--- config.mk ---
export PLATFORM = sky130hd
export DESIGN_NAME = wdk_top
export DESIGN_NICKNAME = d
export VERILOG_FILES = /design/src/rtl/wdk_pkg.sv /design/src/rtl/wdk_regs.sv /design/src/rtl/wdk_prescaler.sv /design/src/rtl/wdk_timeout.sv /design/src/rtl/wdk_fsm.sv /design/src/rtl/wdk_top.sv
export SDC_FILE = /design/constraint.sdc
export NUM_CORES = 1
export LEC_CHECK = 0
export BUFFER_PORTS_ARGS = -buffer_cell sky130_fd_sc_hd__buf_2
export CAP_MARGIN = 20
export CORE_MARGIN = 1.5
export CORE_UTILIZATION = 55
export DETAILED_ROUTE_END_ITERATION = 10
export PLACE_DENSITY = 0.77
export SETUP_SLACK_MARGIN = 0.2
export SKIP_LAST_GASP = 1
export SYNTH_ARGS = -nofsm -noshare
export SYNTH_HDL_FRONTEND = slang
export SYNTH_SLANG_ARGS = --single-unit
--- constraint.sdc ---
create_clock -name clk -period 5.99 [get_ports clk]
set_input_delay 0.8985 -clock clk [delete_from_list [all_inputs] [get_ports clk]]
set_output_delay 0.8985 -clock clk [all_outputs]
set_load 0.02 [all_outputs]
--- src/rtl/wdk_pkg.sv ---
package wdk_pkg;
    localparam int SEL_W = 4;

    localparam logic       ADDR_CTL    = 1'b0;
    localparam logic       ADDR_KEY    = 1'b1;
    localparam logic [7:0] REFRESH_KEY = 8'h55;
    localparam logic [3:0] SEL_RESET   = 4'd4;

    typedef enum logic [1:0] {
        ST_IDLE  = 2'd0,
        ST_COUNT = 2'd1,
        ST_TRIP  = 2'd2
    } wdk_state_e;
endpackage

--- src/rtl/wdk_regs.sv ---
module wdk_regs
    import wdk_pkg::*;
(
    input  logic             clk,
    input  logic             rst_n,
    input  logic             ctl_unlock,
    input  logic             bus_wr,
    input  logic             bus_addr,
    input  logic [7:0]       bus_wdata,
    input  logic             trip_evt,
    output logic             flag_q,
    output logic             en_q,
    output logic [SEL_W-1:0] sel_q,
    output logic             refresh_hit,
    output logic             sel_change,
    output logic [7:0]       bus_rdata
);
    logic ctl_wr;
    logic key_wr;

    assign ctl_wr      = bus_wr && (bus_addr == ADDR_CTL) && ctl_unlock;
    assign key_wr      = bus_wr && (bus_addr == ADDR_KEY);
    assign refresh_hit = key_wr && (bus_wdata == REFRESH_KEY);
    assign sel_change  = ctl_wr && (bus_wdata[SEL_W-1:0] != sel_q);

    always_ff @(posedge clk or negedge rst_n) begin
        if (!rst_n) begin
            en_q  <= 1'b0;
            sel_q <= SEL_RESET;
        end else if (ctl_wr) begin
            en_q  <= bus_wdata[6];
            sel_q <= bus_wdata[SEL_W-1:0];
        end
    end

    always_ff @(posedge clk or negedge rst_n) begin
        if (!rst_n) begin
            flag_q <= 1'b0;
        end else if (trip_evt) begin
            flag_q <= 1'b1;
        end else if (ctl_wr && !bus_wdata[7]) begin
            flag_q <= 1'b0;
        end
    end

    always_comb begin
        bus_rdata = 8'h00;
        if (bus_addr == ADDR_CTL) begin
            bus_rdata = {flag_q, en_q, 2'b00, sel_q};
        end
    end
endmodule

--- src/rtl/wdk_prescaler.sv ---
module wdk_prescaler
    import wdk_pkg::*;
(
    input  logic             clk,
    input  logic             rst_n,
    input  logic             clr,
    input  logic             tick,
    input  logic [SEL_W-1:0] sel,
    output logic             stride
);
    localparam int PRE_W = (1 << SEL_W) - 1;

    logic [PRE_W-1:0] pre_q;
    logic [PRE_W-1:0] mask;

    assign mask   = ~({PRE_W{1'b1}} << sel);
    assign stride = tick && ((pre_q & mask) == mask);

    always_ff @(posedge clk or negedge rst_n) begin
        if (!rst_n) begin
            pre_q <= '0;
        end else if (clr) begin
            pre_q <= '0;
        end else if (tick) begin
            pre_q <= pre_q + 1'b1;
        end
    end
endmodule

--- src/rtl/wdk_timeout.sv ---
module wdk_timeout #(
    parameter int CNT_W = 8
) (
    input  logic clk,
    input  logic rst_n,
    input  logic clr,
    input  logic step,
    output logic ovf
);
    logic [CNT_W-1:0] cnt_q;

    assign ovf = step && (cnt_q == {CNT_W{1'b1}});

    always_ff @(posedge clk or negedge rst_n) begin
        if (!rst_n) begin
            cnt_q <= '0;
        end else if (clr) begin
            cnt_q <= '0;
        end else if (step) begin
            cnt_q <= cnt_q + 1'b1;
        end
    end
endmodule

--- src/rtl/wdk_fsm.sv ---
module wdk_fsm
    import wdk_pkg::*;
(
    input  logic clk,
    input  logic rst_n,
    input  logic active,
    input  logic ovf,
    input  logic soft_clr,
    output logic trip_evt,
    output logic rst_req
);
    wdk_state_e state_q;
    wdk_state_e state_d;

    assign trip_evt = (state_q == ST_COUNT) && active && ovf && !soft_clr;

    always_ff @(posedge clk or negedge rst_n) begin
        if (!rst_n) begin
            state_q <= ST_IDLE;
        end else begin
            state_q <= state_d;
        end
    end

    always_comb begin
        state_d = state_q;
        unique case (state_q)
            ST_IDLE:  if (active) state_d = ST_COUNT;
            ST_COUNT: begin
                if (!active)       state_d = ST_IDLE;
                else if (trip_evt) state_d = ST_TRIP;
            end
            ST_TRIP:  state_d = active ? ST_COUNT : ST_IDLE;
            default:  state_d = ST_IDLE;
        endcase
    end

    always_comb begin
        rst_req = (state_q == ST_TRIP);
    end
endmodule

--- src/rtl/wdk_top.sv ---
module wdk_top
    import wdk_pkg::*;
#(
    parameter int CNT_W = 8
) (
    input  logic       clk,
    input  logic       rst_n,
    input  logic       tick_en,
    input  logic       cfg_wdt_off,
    input  logic       ctl_unlock,
    input  logic       bus_wr,
    input  logic       bus_addr,
    input  logic [7:0] bus_wdata,
    output logic [7:0] bus_rdata,
    output logic       wdt_rst_req
);
    logic             ctl_flag;
    logic             ctl_en;
    logic [SEL_W-1:0] ctl_sel;
    logic             refresh_hit;
    logic             sel_change;
    logic             soft_clr;
    logic             active;
    logic             trip_evt;
    logic             cnt_clr;
    logic             stride;
    logic             ovf;

    assign active   = ctl_en && !cfg_wdt_off;
    assign soft_clr = refresh_hit || sel_change;
    assign cnt_clr  = !active || soft_clr || trip_evt;

    wdk_regs u_regs (
        .clk         (clk),
        .rst_n       (rst_n),
        .ctl_unlock  (ctl_unlock),
        .bus_wr      (bus_wr),
        .bus_addr    (bus_addr),
        .bus_wdata   (bus_wdata),
        .trip_evt    (trip_evt),
        .flag_q      (ctl_flag),
        .en_q        (ctl_en),
        .sel_q       (ctl_sel),
        .refresh_hit (refresh_hit),
        .sel_change  (sel_change),
        .bus_rdata   (bus_rdata)
    );

    wdk_prescaler u_pre (
        .clk    (clk),
        .rst_n  (rst_n),
        .clr    (cnt_clr),
        .tick   (tick_en),
        .sel    (ctl_sel),
        .stride (stride)
    );

    wdk_timeout #(.CNT_W(CNT_W)) u_cnt (
        .clk   (clk),
        .rst_n (rst_n),
        .clr   (cnt_clr),
        .step  (stride),
        .ovf   (ovf)
    );

    wdk_fsm u_fsm (
        .clk      (clk),
        .rst_n    (rst_n),
        .active   (active),
        .ovf      (ovf),
        .soft_clr (soft_clr),
        .trip_evt (trip_evt),
        .rst_req  (wdt_rst_req)
    );
endmodule

Word level (Yosys, flattened, before mapping)
Cells that the tools add are included.
W data, S select, Z words.
{ "totals": {"regBits": 31, "inputBits": 15, "output_inout_bits": 9} }
{ "classes": {"n_addsub": 2, "n_eq_ne": 8, "n_shift": 1, "n_mux": 12, "bitwise_logic": 3, "n_reduce_logical": 24} }
{ "ops": {"columns": ["op", "count"], "rows": [
  ["$mux W15", 2],
  ["$mux W8", 3],
  ["$add A15 B1 Y15 const B", 1],
  ["$and A15 B15 Y15", 1],
  ["$eq A15 B15 Y1", 1],
  ["$not A15 Y15", 1],
  ["$shl A15 B4 Y15 const A", 1],
  ["$logic_and A1 B1 Y1", 12],
  ["$add A8 B1 Y8 const B", 1],
  ["$eq A8 B7 Y1 const B", 1],
  ["$eq A8 B8 Y1 const B", 1],
  ["$mux W2", 3],
  ["$pmux W2 S3", 1],
  ["$reduce_bool A2 Y1", 3],
  ["$logic_not A1 Y1", 4],
  ["$ne A4 B4 Y1", 1],
  ["$logic_or A1 B1 Y1", 3],
  ["$mux W1", 3],
  ["$ne A3 B3 Y1 const B", 1],
  ["$eq A2 B1 Y1 const B", 1],
  ["$eq A2 B2 Y1 const B", 1],
  ["$logic_not A2 Y1", 1],
  ["$ne A2 B1 Y1 const B", 1],
  ["$reduce_and A2 Y1", 1],
  ["$not A1 Y1", 1]
]} }

Depth between registers and ports, before layout
Gate-level depths: netlist of run 1.
{ "depth": {"depth_word": 11, "ltp_mapped": 8, "depth_no_buf": 6} }

Hierarchy
A second synthesis of run 1 with hierarchy kept.
{ "hier_totals": {"hier_cells": 179, "hier_area_um2": 1806.7} }
{ "by_module_without_submodules": {"columns": ["module", "n_inst", "cells_each", "area_per_inst_um2", "seq_area_each_um2"], "rows": [
  ["wdk_prescaler", 1, 96, 853.3, 375.4],
  ["wdk_regs", 1, 31, 415.4, 151.4],
  ["wdk_timeout", 1, 39, 402.9, 200.2],
  ["wdk_fsm", 1, 9, 106.4, 50.0],
  ["wdk_top", 1, 4, 28.8, 0.0]
]} }

Worst setup path before layout of run 1
No wires, ideal clock.
{ "synth_path": {"path_type": "input port to flip-flop", "start": "in tick_en", "end": "reg u_cnt.cnt_q[7]", "setup_time_ps": 73, "arrival_time_ps": 2357, "setup_slack_ps": 3560, "path_stages": 6, "path_cell_list": "buf_2 o2111ai_1 nor4_1 o211ai_2 or4_4 a21oi_2"} }
{ "synth_between": {"elab_chain_len": 6} }
{ "synth_lines": {"columns": ["element", "line", "source"], "rows": [
  ["start, declared", "wdk_top.sv:8", "input logic tick_en,"],
  ["$logic_and A1 B1 Y1 (*)", "wdk_prescaler.sv:17", "assign stride = tick && ((pre_q & mask) == mask);"],
  ["$logic_and A1 B1 Y1", "wdk_timeout.sv:12", "assign ovf = step && (cnt_q == {CNT_W{1'b1}});"],
  ["$logic_and A1 B1 Y1 (2 in a row)", "wdk_fsm.sv:15", "assign trip_evt = (state_q == ST_COUNT) && active && ovf && !soft_clr;"],
  ["$logic_or A1 B1 Y1", "wdk_top.sv:31", "assign cnt_clr = !active || soft_clr || trip_evt;"],
  ["$mux W8 or $reduce_bool A2 Y1 (tied branches)", null, null],
  ["end signal, assigned", "wdk_timeout.sv:20", "cnt_q <= cnt_q + 1'b1;"],
  ["end, declared", "wdk_timeout.sv:10", "logic [CNT_W-1:0] cnt_q;"]
]} }
Every way passes the cells marked *; elsewhere a longest branch is shown, timed or not.
A chain may end at the register's enable or synchronous reset.

Final worst setup path of run 1
{ "layout_path": {"start": "in tick_en", "end": "reg u_cnt.cnt_q[6]"} }
The elaborated chain is that of the path after synthesis.

==> summary.txt, run 1 <==
Placement
  – Final RePlAce weighted congestion: 0.8211
  – Dpl ws: 2803 ps
  – Inst Count DP: approximately 230
  – I/O Buffers: 21
  – Dpl hpwl: between 2000 and 3000 um

Synthesis
  – XOR/XNOR share of the synthesized area: 9.666%
  – Fraction of registers with async set/reset: between 90% and 100%
  – Post-synthesis sequential area ratio: ~45%
  – Post-synthesis compound-gate area fraction: around an eighth
  – Mean Syn Cell Area: about 9.5 um2
  – Number of synthesized flops with an enable pin: 0
  – Flops & latches, synth: 31
  – Synth top area share: between 40% and 50%
  – Main combinational cell family by area after synthesis: simple AND/OR/NAND/NOR gates
  – Post-synth cell types: 43
  – Most used DFF post-synth: dfrtp_1
  – Mux cell area share after synthesis: under 10%
  – Cells after Synth: about 180
  – Area leader, netlist: dfrtp_1
  – Top cells by area, synth: dfrtp_1 44%, xor2_1 8.1%, nor2_1 5.5%
  – Synthesis warning total: 0
  – Post-Synth Simple-Gate Area: 22.46%
  – Adder-cell share of the synthesized area: under 10%
  – Mapped Area: approximately 1700 um2

Clocking
  – Cts bufs inserted: 5
  – CTS tree: done
  – Clock sink total: 31
  – Htree depth: 2
  – CTS Hold Bufs: 0
  – Clock-pin slew on the worst setup and hold paths: roughly 90 ps
  – Post-cts gate resize count: 0
  – Clock Tree Root: clkbuf_4
  – Post-CTS setup buffers: 0
  – Maximum clock path buffer count: 2
  – Later-pin clock latency in the skew report: between 300 and 400 ps

Critical path
  – Max stage delay cell, worst path: o21ai_1
  – FF-to-FF path depth: 7
  – Critical Path End Type: flip-flop
  – Crit path from: tick_en
  – Crit path depth: 7
  – Bufs and invs on worst path: 2
  – Crit path to: u_cnt.cnt_q[6]$_DFFE_PN0P_
  – Flop-to-flop setup slack: about 3200 ps
  – Critical path type: in2reg
  – CP Launch Type: primary input
  – Critical path required time: between 6000 and 7000 ps
  – CP cell instances: buf_2 -> o2111ai_1 -> nor4_1 -> o211ai_2 -> o21ai_1 -> buf_4 -> a21oi_1
  – Critical Path Max Stage Delay: 660 ps
  – CP arrival: ~3100 ps
  – Crit Path Max Fanout: 17
  – Reg-to-reg endpoint: u_cnt.cnt_q[6]$_DFFE_PN0P_
  – Worst reg2reg path startpoint: u_regs.sel_q[0]$_DFFE_PN0P_
  – Largest delay share family, worst path: compound AO/OA/AOI/OAI gates

Power and ir drop
  – Post-layout power: 0.0004114 W
  – Pwr Density: ~220 nW/um2
  – VDD IR max: about 0.00013 V
  – Static leakage: 0.8062 nW

Drt
  – Routed length per placed instance: ~15 um
  – Pre-antenna DRT Iters: 4
  – Vias: approximately 1400
  – ANT nets after route: 0
  – Total wire length: 3458 um
  – DRC violations left: 0
  – Vias per cell: roughly 5.8
  – DRT iter0 DRCs: between 40 and 50

Cells and area
  – Nets: between 200 and 250
  – # diodes: 0
  – Share of cells above drive strength 1: between 20% and 30%
  – Final non-filler cell total: about 240
  – Area growth, synth to finish: 8.866%
  – End-of-flow core utilization: 62.42%

STA
  – Worst slew pin tran: between 600 and 700 ps
  – Fmax: 350.5 MHz
  – Setup TNS: 0 ps
  – Final WS setup: about 3100 ps
  – Hold Vio Cnt, Final: 0
  – Relative slew margins: 54.58%
  – Max-slew violation count: 0
  – RSZ-0062 raised after global routing: no
  – Final Setup Violations: 0
  – Ratio of final minimum period to clock period: a little under half
  – Period minus WS final: around 2900 ps
  – Clock skew: 9.881 ps

Die
  – Die X: just under 60 um
  – Die Height: between 50 and 60 um
  – Full die area: about 3500 um2
  – Row count: 20
  – Core Area: between 3000 and 4000 um2
  – Initial Utilization: between 50% and 60%
  – I/O pin total: 24

Min path
  – Hold crit path type: reg2reg
  – Critical hold path startpoint: u_fsm.state_q[0]$_DFFE_PN0P_

Global route
  – Number of global-route vias before repair: ~1300
  – Gr ovfl total: 0
  – Global-route wire length before repair: around 5700 um
  – Pin count of the biggest net entering global routing: 32
  – Antenna violations before repair: 0
  – Total track usage: between 20% and 30%

Run
  – Max Cap Viol: 0

Outcome
  – Status: complete, no violations
==> kinds of logic (layout without fill, tap and decap cells) <==
family	count (synthesis)	after routing
AOI/OAI and AO/OA	31	31
xor gates and xnor gates	19	19
adders and majority gates	3	3
buffers and inverters	14	35
DFF	31	31
muxes	7	7
other	1	2
and+or+nand+nor	75	75
==> how the worst min path moves through the flow <==
stage / end / slack (ps) / cells after the start
floorplan: u_fsm.state_q[0]$_DFFE_PN0P_ / 440 / 1
global placement: u_fsm.state_q[0]$_DFFE_PN0P_ / 470 / 1
detailed placement: u_fsm.state_q[0]$_DFFE_PN0P_ / 480 / 1
CTS: u_fsm.state_q[0]$_DFFE_PN0P_ / 490 / 1
global route: u_fsm.state_q[0]$_DFFE_PN0P_ / 510 / 1
finish: u_fsm.state_q[0]$_DFFE_PN0P_ / 490 / 1
==> layer usage <==
metal,vias up,GRT usage [%],part of all wire (%)
met5,-,0,0
li1,679,-,-
met2,30,34.76,47
met3,2,6.593,4.0
met4,0,8.766,0.84
met1,653,29.57,48
==> through the flow <==
step                instance area (um2)  hold WS [ps]
floorplan                          1725         441.7
global placement                   1824         465.6
detailed placement                 1824         477.0
CTS                                1874         490.8
global route                       1874         512.0
finish                             1874         492.0
==> sequential cells by signal (all words and copies together), names as in the netlist <==
| name | count |
|---|---|
| u_pre.pre_q | 15 |
| u_cnt.cnt_q | 8 |
| u_regs.sel_q | 4 |
| u_fsm.state_q | 2 |
| u_regs.en_q | 1 |
| u_regs.flag_q | 1 |
==> synth_stat cells, types with 3 or more instances <==
cell and count:
nand3_1 9, dfrtp_1 30, a21oi_1 7, buf_2 5
inv_1 4, xnor2_1 3, and3_1 3, xor2_1 16
o31ai_1 4, nor2b_1 3, nor4_1 3, o21ai_0 8
nand2_1 11, nand4_1 4, mux2_2 5, or3_1 4
nor2_1 25
==> cell type report <==
cell class / count / area [um2]
Inverter: 5 / 18.77
Sequential cell: 31 / 777.0
Timing Repair Buffer: 22 / 112.6
Tap cell: 33 / 41.29
Fill cell: 265 / 1129
Multi-Input combinational cell: 137 / 874.6
Clock inverter: 1 / 5.005
Clock buffer: 7 / 45.04
==> cell usage in the layout (no fill, tap or decap), types with 2 or more instances in the layout <==
cell type	netlist	routed
nand3_1	9	9
nand4b_1	2	2
conb_1	1	2
nand2_1	11	11
o21ai_0	8	8
nand4_1	4	4
clkbuf_4	0	5
nor4_1	3	3
o21ai_1	2	2
nand3b_1	2	2
ha_1	2	2
o2111ai_1	2	2
mux2_2	5	5
xor2_1	16	16
nand2b_1	2	2
a31oi_1	2	2
clkbuf_1	1	2
buf_2	5	21
or2_2	2	2
a21oi_1	7	7
dfrtp_1	30	30
mux2i_1	2	2
or3_1	4	4
xnor2_1	3	3
inv_1	4	4
and3_1	3	3
or4_1	2	2
nor2b_1	3	3
o31ai_1	4	4
nor2_1	25	25
==> worst reg2reg max path, delay by kind of cell (launching register included) <==
kind	cells	cell delay [ps]
DFF	1	480
AOI/OAI and AO/OA	6	1880
buffers and inverters	1	330
==> power breakdown <==
| group | switching [W] | total, W | internal (W) |
|---|---|---|---|
| logic | 0.0000403 | 0.0000678 | 0.0000275 |
| registers | 0.0000135 | 0.000232 | 0.000218 |
| clock network | 0.0000663 | 0.000112 | 0.0000457 |
Note: power is estimated with default switching activity, not from simulation.
==> inputs of run 2 (changes only) <==
--- a/config.mk
+++ b/config.mk
@@ -8,9 +8,9 @@
 export BUFFER_PORTS_ARGS = -buffer_cell sky130_fd_sc_hd__buf_2
 export CAP_MARGIN = 20
 export CORE_MARGIN = 1.5
-export CORE_UTILIZATION = 55
+export CORE_UTILIZATION = 51
 export DETAILED_ROUTE_END_ITERATION = 10
-export PLACE_DENSITY = 0.77
+export PLACE_DENSITY = 0.75
 export SETUP_SLACK_MARGIN = 0.2
 export SKIP_LAST_GASP = 1
 export SYNTH_ARGS = -nofsm -noshare
==> constraint.sdc (replaced) <==
create_clock -name clk -period 2.6 [get_ports clk]
set_input_delay 0.39 -clock clk [delete_from_list [all_inputs] [get_ports clk]]
set_output_delay 0.39 -clock clk [all_outputs]
set_load 0.02 [all_outputs]
==> run 2 against run 1 <==
Against the previous run:
- register-to-register slack lost 2800 ps
- via count grew 3.7%
- clock power grew to 2.9 times the previous value
- non-clock buffer count grew 5
- global-route usage shrank 0.93 points
- utilization shrank 0.14 points
- sequential cell count is the same
- worst hold slack lost 420 ps
- sequential share of layout area shrank 1.6 points
- first-iteration DRC count grew 110%
- largest power group unchanged
- critical path depth shrank 1
==> summary.txt, run 2 (same netlist as run 1, synthesis figures left out) <==
Drt
  – ANT nets after route: 0 (unchanged)
  – Routed length per placed instance: 13.74 um (-6.2%)
  – Vias per cell: 5.615 (-2.8%)
  – DRC violations left: 0 (unchanged)
  – Vias: 1415 (+3.7%)
  – Total wire length: 3463 um (+0.14%)
  – DRT iter0 DRCs: 96 (+110%)
  – Pre-antenna DRT Iters: 4 (unchanged)

STA
  – Ratio of final minimum period to clock period: between 80% and 90%
  – RSZ-0062 raised after global routing: no
  – Hold Vio Cnt, Final: 0 (unchanged)
  – Relative slew margins: 54.83% (+0.25 points)
  – Period minus WS final: roughly 2200 ps
  – Setup TNS: 0 ps (unchanged)
  – Final Setup Violations: 0 (unchanged)
  – Max-slew violation count: 0 (unchanged)
  – Hold WS: 76.94 ps (-415.0 ps)
  – Worst slew pin tran: 677.6 ps (+0.7887 ps)
  – Fmax: about 450 MHz
  – Clock skew: 7.235 ps (-2.646 ps)

Cells and area
  – Largest regs: u_pre.pre_q x15, u_cnt.cnt_q x8, u_regs.sel_q x4
  – Fill cell count: 246 (-7.2%)
  – Area growth, synth to finish: 13.15%
  – Commonest cells after routing, fill and taps aside: 30 x dfrtp_1, 25 x nor2_1, 21 x buf_2
  – Largest register by flop count: u_pre.pre_q
  – Footprint of the multi-input gates: 874.6 um2 (unchanged)
  – Share of cells above drive strength 1: 23.08% (+2.9 points)
  – # diodes: 0 (unchanged)
  – Final non-filler cell total: 252 (+6.8%)
  – Max FFs per register: 15 (unchanged)
  – Nets: 224 (+2.3%)
  – Sequential Area: 777.0 um2 (unchanged)
  – Commonest non-fill, non-tap cell in the layout: dfrtp_1

Outcome
  – Status: complete, no violations

Global route
  – Number of global-route vias before repair: 1365 (+4.7%)
  – Antenna violations before repair: 0 (unchanged)
  – Total track usage: 21.48% (-0.93 points)
  – Pin count of the biggest net entering global routing: 32 (unchanged)
  – Global-route wire length before repair: 5789 um (+1.8%)
  – Gr ovfl total: 0 (unchanged)

Die
  – Initial Utilization: 55.04% (-2.3 points)
  – Die Height: 61.10 um (+3.6%)
  – Row count: 20 (unchanged)
  – I/O pin total: 24 (unchanged)
  – Core Area: 3128 um2 (+4.2%)
  – Full die area: 3733 um2 (+7.4%)
  – Die X: 61.10 um (+3.6%)

Power and ir drop
  – Seq pwr share: 52.3% (-4.0 points)
  – Switching Power: 0.0002942 W (+140%)
  – Pint: 0.0007262 W (+150%)
  – VDD IR max: 0.0003795 V (+200%)
  – Pwr Density: 523.8 nW/um2 (+140%)
  – Post-layout power: 0.001020 W (+150%)
  – Clk pwr share: 32.1% (+4.9 points)
  – Net Sw Frac: 28.83% (-0.36 points)
  – Comb power frac: 15.6% (-0.9 points)
  – Static leakage: 0.8355 nW (+3.6%)

Critical path
  – FF-to-FF path depth: 6 (-1)
  – Bufs and invs on worst path: 1 (-1)
  – Critical Path Max Stage Delay: 560 ps (-100 ps)
  – Flop-to-flop setup slack: 360 ps (-2830 ps)
  – CP arrival: 2510 ps (-550 ps)
  – Critical path type: reg2reg
  – Critical Path End Type: flip-flop
  – Critical path required time: 2870 ps (-3320 ps)
  – Crit Path Max Fanout: 8 (-9)
  – Worst reg2reg path startpoint: u_regs.sel_q[1]$_DFFE_PN0P_
  – Reg-to-reg endpoint: u_cnt.cnt_q[7]$_DFFE_PN0P_
  – Largest delay share family, worst path: compound AO/OA/AOI/OAI gates
  – CP cell instances: inv_1 -> o221ai_1 -> a222oi_1 -> o211ai_2 -> or4_4 -> a21oi_2
  – Max stage delay cell, worst path: or4_4
  – CP Launch Type: flip-flop

Clocking
  – CTS Hold Bufs: 0 (unchanged)
  – CTS tree: done
  – Htree depth: 2 (unchanged)
  – Clock-pin slew on the worst setup and hold paths: 100 ps (about the same)
  – Clock sink total: 31 (unchanged)
  – Later-pin clock latency in the skew report: 340 ps (+20 ps)
  – Cts bufs inserted: 5 (unchanged)
  – Maximum clock path buffer count: 2 (unchanged)
  – Clock Tree Root: clkbuf_4

Min path
  – Hold crit path type: in2async

Placement
  – Final RePlAce weighted congestion: 0.7802 (-5.0%)
  – I/O Buffers: 21 (unchanged)
  – Dpl hpwl: 2491 um (-3.8%)
  – Inst Count DP: 240 (+5.3%)

Run
  – Max Cap Viol: 0 (unchanged)
==> run 2: cell types whose count changed in the layout (fill, tap and decap cells not counted) <==
cell,change
clkbuf_8,+2
clkinvlp_4,+1
buf_4,+5
clkbuf_1,-2
clkinv_2,-1
==> run 2: worst register-to-register path: stages (launching register included) <==
cell and delay, ps:
dfrtp_1 480, inv_1 140, o221ai_1 140, a222oi_1 480
o211ai_2 240, or4_4 560, a21oi_2 140
==> run 2: cell type report <==
cell class	count	share of cell area (%)
Multi-Input combinational cell	137	44.89
Timing Repair Buffer	27	7.707
Sequential cell	31	39.88
Clock buffer	7	3.340
Tap cell	44	2.826
Inverter	5	0.9634
Clock inverter	1	0.3854
==> run 2: worst max path at each step <==
stage,startpoint,endpoint,slack [ps],cells after the start
floorplan,u_regs.sel_q[0]$_DFFE_PN0P_,u_cnt.cnt_q[7]$_DFFE_PN0P_,590,7
global placement,u_regs.sel_q[0]$_DFFE_PN0P_,u_cnt.cnt_q[7]$_DFFE_PN0P_,320,6
CTS,u_regs.sel_q[0]$_DFFE_PN0P_,u_cnt.cnt_q[7]$_DFFE_PN0P_,330,6
finish,u_regs.sel_q[1]$_DFFE_PN0P_,u_cnt.cnt_q[7]$_DFFE_PN0P_,360,6
detailed placement,u_regs.sel_q[0]$_DFFE_PN0P_,u_cnt.cnt_q[7]$_DFFE_PN0P_,200,6
global route,u_regs.sel_q[1]$_DFFE_PN0P_,u_cnt.cnt_q[5]$_DFFE_PN0P_,200,7
==> run 2: stage by stage <==
stage          setup WS, ps  utilization [%]  instance area, um2
6_report              356.4            62.28                1948
5_1_grt               204.3            62.28                1948
4_1_cts               332.0            62.28                1948
3_5_place_dp          201.9            59.00                1846
3_3_place_gp          320.7            59.00                1846
2_1_floorplan         590.9                -                1725
==> run 2: timing repair <==
item                                    4_1_cts  5_1_grt
setup buffers                                 4        0
endpoints found under the setup margin        1        4
pin swaps                                     1        1
gates resized for setup                       0        0
==> run 2: power groups by stage <==
stage,Sequential (W),Combinational (W),Clock (W)
2_1_floorplan,0.000521,0.000135,0
3_3_place_gp,0.000540,0.000155,0
3_5_place_dp,0.000543,0.000160,0
4_1_cts,0.000534,0.000161,0.000334
5_1_grt,0.000539,0.000177,0.000365
6_report,0.000534,0.000160,0.000327
==> run 2: routing by layer <==
layer | global-route usage (%) | up-vias | part of all wire (%) | routed length, um
met5 | 0 | - | 0 | 0
met3 | 7.983 | 7 | 8.1 | 279
met4 | 9.006 | 0 | 1.4 | 48
li1 | - | 688 | - | -
met1 | 25.17 | 671 | 45 | 1546
met2 | 35.41 | 49 | 46 | 1588
==> inputs of run 3 (changes only) <==
--- a/config.mk
+++ b/config.mk
@@ -10,7 +10,7 @@
 export CORE_MARGIN = 1.5
 export CORE_UTILIZATION = 51
 export DETAILED_ROUTE_END_ITERATION = 10
-export PLACE_DENSITY = 0.75
+export PLACE_DENSITY_LB_ADDON = 0.25
 export SETUP_SLACK_MARGIN = 0.2
 export SKIP_LAST_GASP = 1
 export SYNTH_ARGS = -nofsm -noshare
==> run 3 against run 2 <==
Against the previous run:
- largest cell class unchanged
- sequential power about the same
- setup slack worse by 13 ps
- sequential cell count unchanged
- via count down 1.6%
- wire length shrank 2.9%
- critical path type unchanged
==> summary.txt, run 3 (same netlist as run 1, synthesis figures left out) <==
Outcome
  – Status: complete, no violations

STA
  – Setup TNS: 0 ps (unchanged)
  – Relative slew margins: 54.76% (-0.071 points)
  – Hold Vio Cnt, Final: 0 (unchanged)
  – Fmax: 443.1 MHz (-0.59%)
  – Ratio of final minimum period to clock period: 86.80% (+0.51 points)
  – RSZ-0062 raised after global routing: no
  – Final Setup Violations: 0 (unchanged)
  – Final WS setup: 343.2 ps (-13.21 ps)
  – Worst slew pin tran: 678.6 ps (+1.059 ps)
  – Max-slew violation count: 0 (unchanged)
  – Clock skew: 7.002 ps (-0.2330 ps)
  – Period minus WS final: 2257 ps (+13.21 ps)

Global route
  – Gr ovfl total: 0 (unchanged)
  – Number of global-route vias before repair: 1319 (-3.4%)
  – Antenna violations before repair: 0 (unchanged)
  – Total track usage: 20.67% (-0.81 points)
  – Global-route wire length before repair: 5595 um (-3.4%)
  – Pin count of the biggest net entering global routing: 32 (unchanged)

Clocking
  – Clock Tree Root: clkbuf_4
  – Htree depth: 2 (unchanged)
  – Clock-pin slew on the worst setup and hold paths: 90 ps (about the same)
  – Cts bufs inserted: 5 (unchanged)
  – Clock sink total: 31 (unchanged)
  – Maximum clock path buffer count: 2 (unchanged)
  – CTS tree: done
  – Later-pin clock latency in the skew report: 340 ps (about the same)

Drt
  – Total wire length: 3363 um (-2.9%)
  – Vias: 1393 (-1.6%)
  – Vias per cell: 5.572 (-0.77%)
  – Routed length per placed instance: 13.45 um (-2.1%)
  – ANT nets after route: 0 (unchanged)
  – DRC violations left: 0 (unchanged)
  – DRT iter0 DRCs: 80 (-17%)
  – Pre-antenna DRT Iters: 5 (+1)

Die
  – Full die area: 3733 um2 (unchanged)
  – Core Area: 3128 um2 (unchanged)
  – I/O pin total: 24 (unchanged)
  – Row count: 20 (unchanged)
  – Die Height: 61.10 um (unchanged)
  – Die X: 61.10 um (unchanged)
  – Initial Utilization: 55.04% (unchanged)

Placement
  – Final RePlAce weighted congestion: 0.7519 (-3.6%)
  – Dpl ws: 341.4 ps (+139.6 ps)
  – Dpl hpwl: 2465 um (-1.1%)
  – I/O Buffers: 21 (unchanged)
  – Inst Count DP: 241 (+0.42%)

Critical path
  – Flop-to-flop setup slack: 340 ps (about the same)
  – Crit path to: u_cnt.cnt_q[6]$_DFFE_PN0P_
  – Critical path type: reg2reg
  – Reg-to-reg endpoint: u_cnt.cnt_q[6]$_DFFE_PN0P_
  – CP arrival: 2520 ps (about the same)
  – Critical Path End Type: flip-flop
  – FF-to-FF path depth: 8 (+2)
  – Crit Path Max Fanout: 13 (+5)
  – Crit path from: u_regs.sel_q[0]$_DFFE_PN0P_
  – Critical path required time: 2870 ps (about the same)
  – Worst reg2reg path startpoint: u_regs.sel_q[0]$_DFFE_PN0P_
  – CP Launch Type: flip-flop

Power and ir drop
  – Seq pwr share: 52.3% (about the same)
  – Pwr Density: 526.0 nW/um2 (+0.43%)
  – Static leakage: 0.8296 nW (-0.70%)
  – Switching Power: 0.0002894 W (-1.6%)
  – VDD IR max: 0.0002450 V (-35%)
  – Clk pwr share: 31.5% (-0.6 points)
  – Comb power frac: 16.2% (+0.6 points)
  – Pint: 0.0007287 W (+0.35%)
  – Net Sw Frac: 28.43% (-0.40 points)
  – Post-layout power: 0.001018 W (-0.22%)

Cells and area
  – End-of-flow core utilization: 61.88% (-0.40 points)
  – Commonest cells after routing, fill and taps aside: 30 x dfrtp_1, 25 x nor2_1, 21 x buf_2
  – Commonest non-fill, non-tap cell in the layout: dfrtp_1
  – Largest register by flop count: u_pre.pre_q
  – # diodes: 0 (unchanged)
  – Area growth, synth to finish: 12.43%
  – Nets: 222 (-0.89%)
  – Share of cells above drive strength 1: 22.33% (-0.75 points)
  – Fill cell count: 258 (+4.9%)
  – Final non-filler cell total: 250 (-0.79%)
  – Footprint of the multi-input gates: 880.8 um2 (+0.72%)
  – Max FFs per register: 15 (unchanged)
  – Largest regs: u_pre.pre_q x15, u_cnt.cnt_q x8, u_regs.sel_q x4
  – Sequential Area: 777.0 um2 (unchanged)

Min path
  – Hold crit path type: in2async

Run
  – Max Cap Viol: 0 (unchanged)
[run 3: cell count changes in the layout (fill, tap and decap cells not counted)]
cell,delta
buf_4,-2
clkbuf_1,+1
nor4_1,-1
nor4_2,+1
clkinvlp_4,-1
[run 3: critical path: stages, from the launching register on]
cell	delay, ps
dfrtp_1	480
o21bai_2	160
o2111ai_1	120
a222oi_1	340
buf_4	180
o211ai_2	130
buf_4	220
or4_1	400
a21oi_1	160
[run 3: worst min-delay path by stage]
stage | start | to | slack, ps | cells after the start
after floorplan | rst_n | u_cnt.cnt_q[0]$_DFFE_PN0P_ | 90 | 0
final | rst_n | u_regs.flag_q$_DFFE_PN0P_ | 80 | 1
after global routing | rst_n | u_pre.pre_q[12]$_DFFE_PN0P_ | 130 | 1
after CTS | rst_n | u_pre.pre_q[11]$_DFFE_PN0P_ | 100 | 1
after detailed placement | rst_n | u_pre.pre_q[9]$_DFFE_PN0P_ | 470 | 1
after global placement | rst_n | u_pre.pre_q[10]$_DFFE_PN0P_ | 460 | 1
[run 3: per-layer routing]
layer	global-route usage [%]	share of wire [%]	up-vias
li1	-	-	687
met1	27.14	48	662
met2	31.46	45	37
met3	6.303	5.4	7
met4	9.317	1.5	0
met5	0	0	-
[run 3: area by class of cell]
class | count | share of cell area (%)
clock buffers | 8 | 3.555
inverters | 5 | 0.9696
multi-input cells | 137 | 45.51
flip-flops and latches | 31 | 40.14
well taps | 44 | 2.844
repair buffers | 25 | 6.981
[run 3: per-stage QoR]
| stage | instance area (um2) | hold slack (ps) |
|---|---|---|
| global placement | 1853 | 463.0 |
| finish | 1936 | 81.96 |
| detailed placement | 1853 | 469.0 |
| floorplan | 1725 | 94.41 |
| global route | 1936 | 125.6 |
| CTS | 1922 | 101.4 |
[run 3: power groups by stage]
| stage | combinational, W | clock [W] | sequential, W |
|---|---|---|---|
| floorplan | 0.000135 | 0 | 0.000521 |
| global placement | 0.000156 | 0 | 0.000541 |
| detailed placement | 0.000162 | 0 | 0.000542 |
| CTS | 0.000163 | 0.000328 | 0.000532 |
| global route | 0.000181 | 0.000349 | 0.000538 |
| finish | 0.000165 | 0.000320 | 0.000533 |
[run 3: timing repair]
item                       CTS  global route
resized for setup            0             1
hold buffers                 0             0
buffers inserted             0             1
setup endpoints to repair    0             2
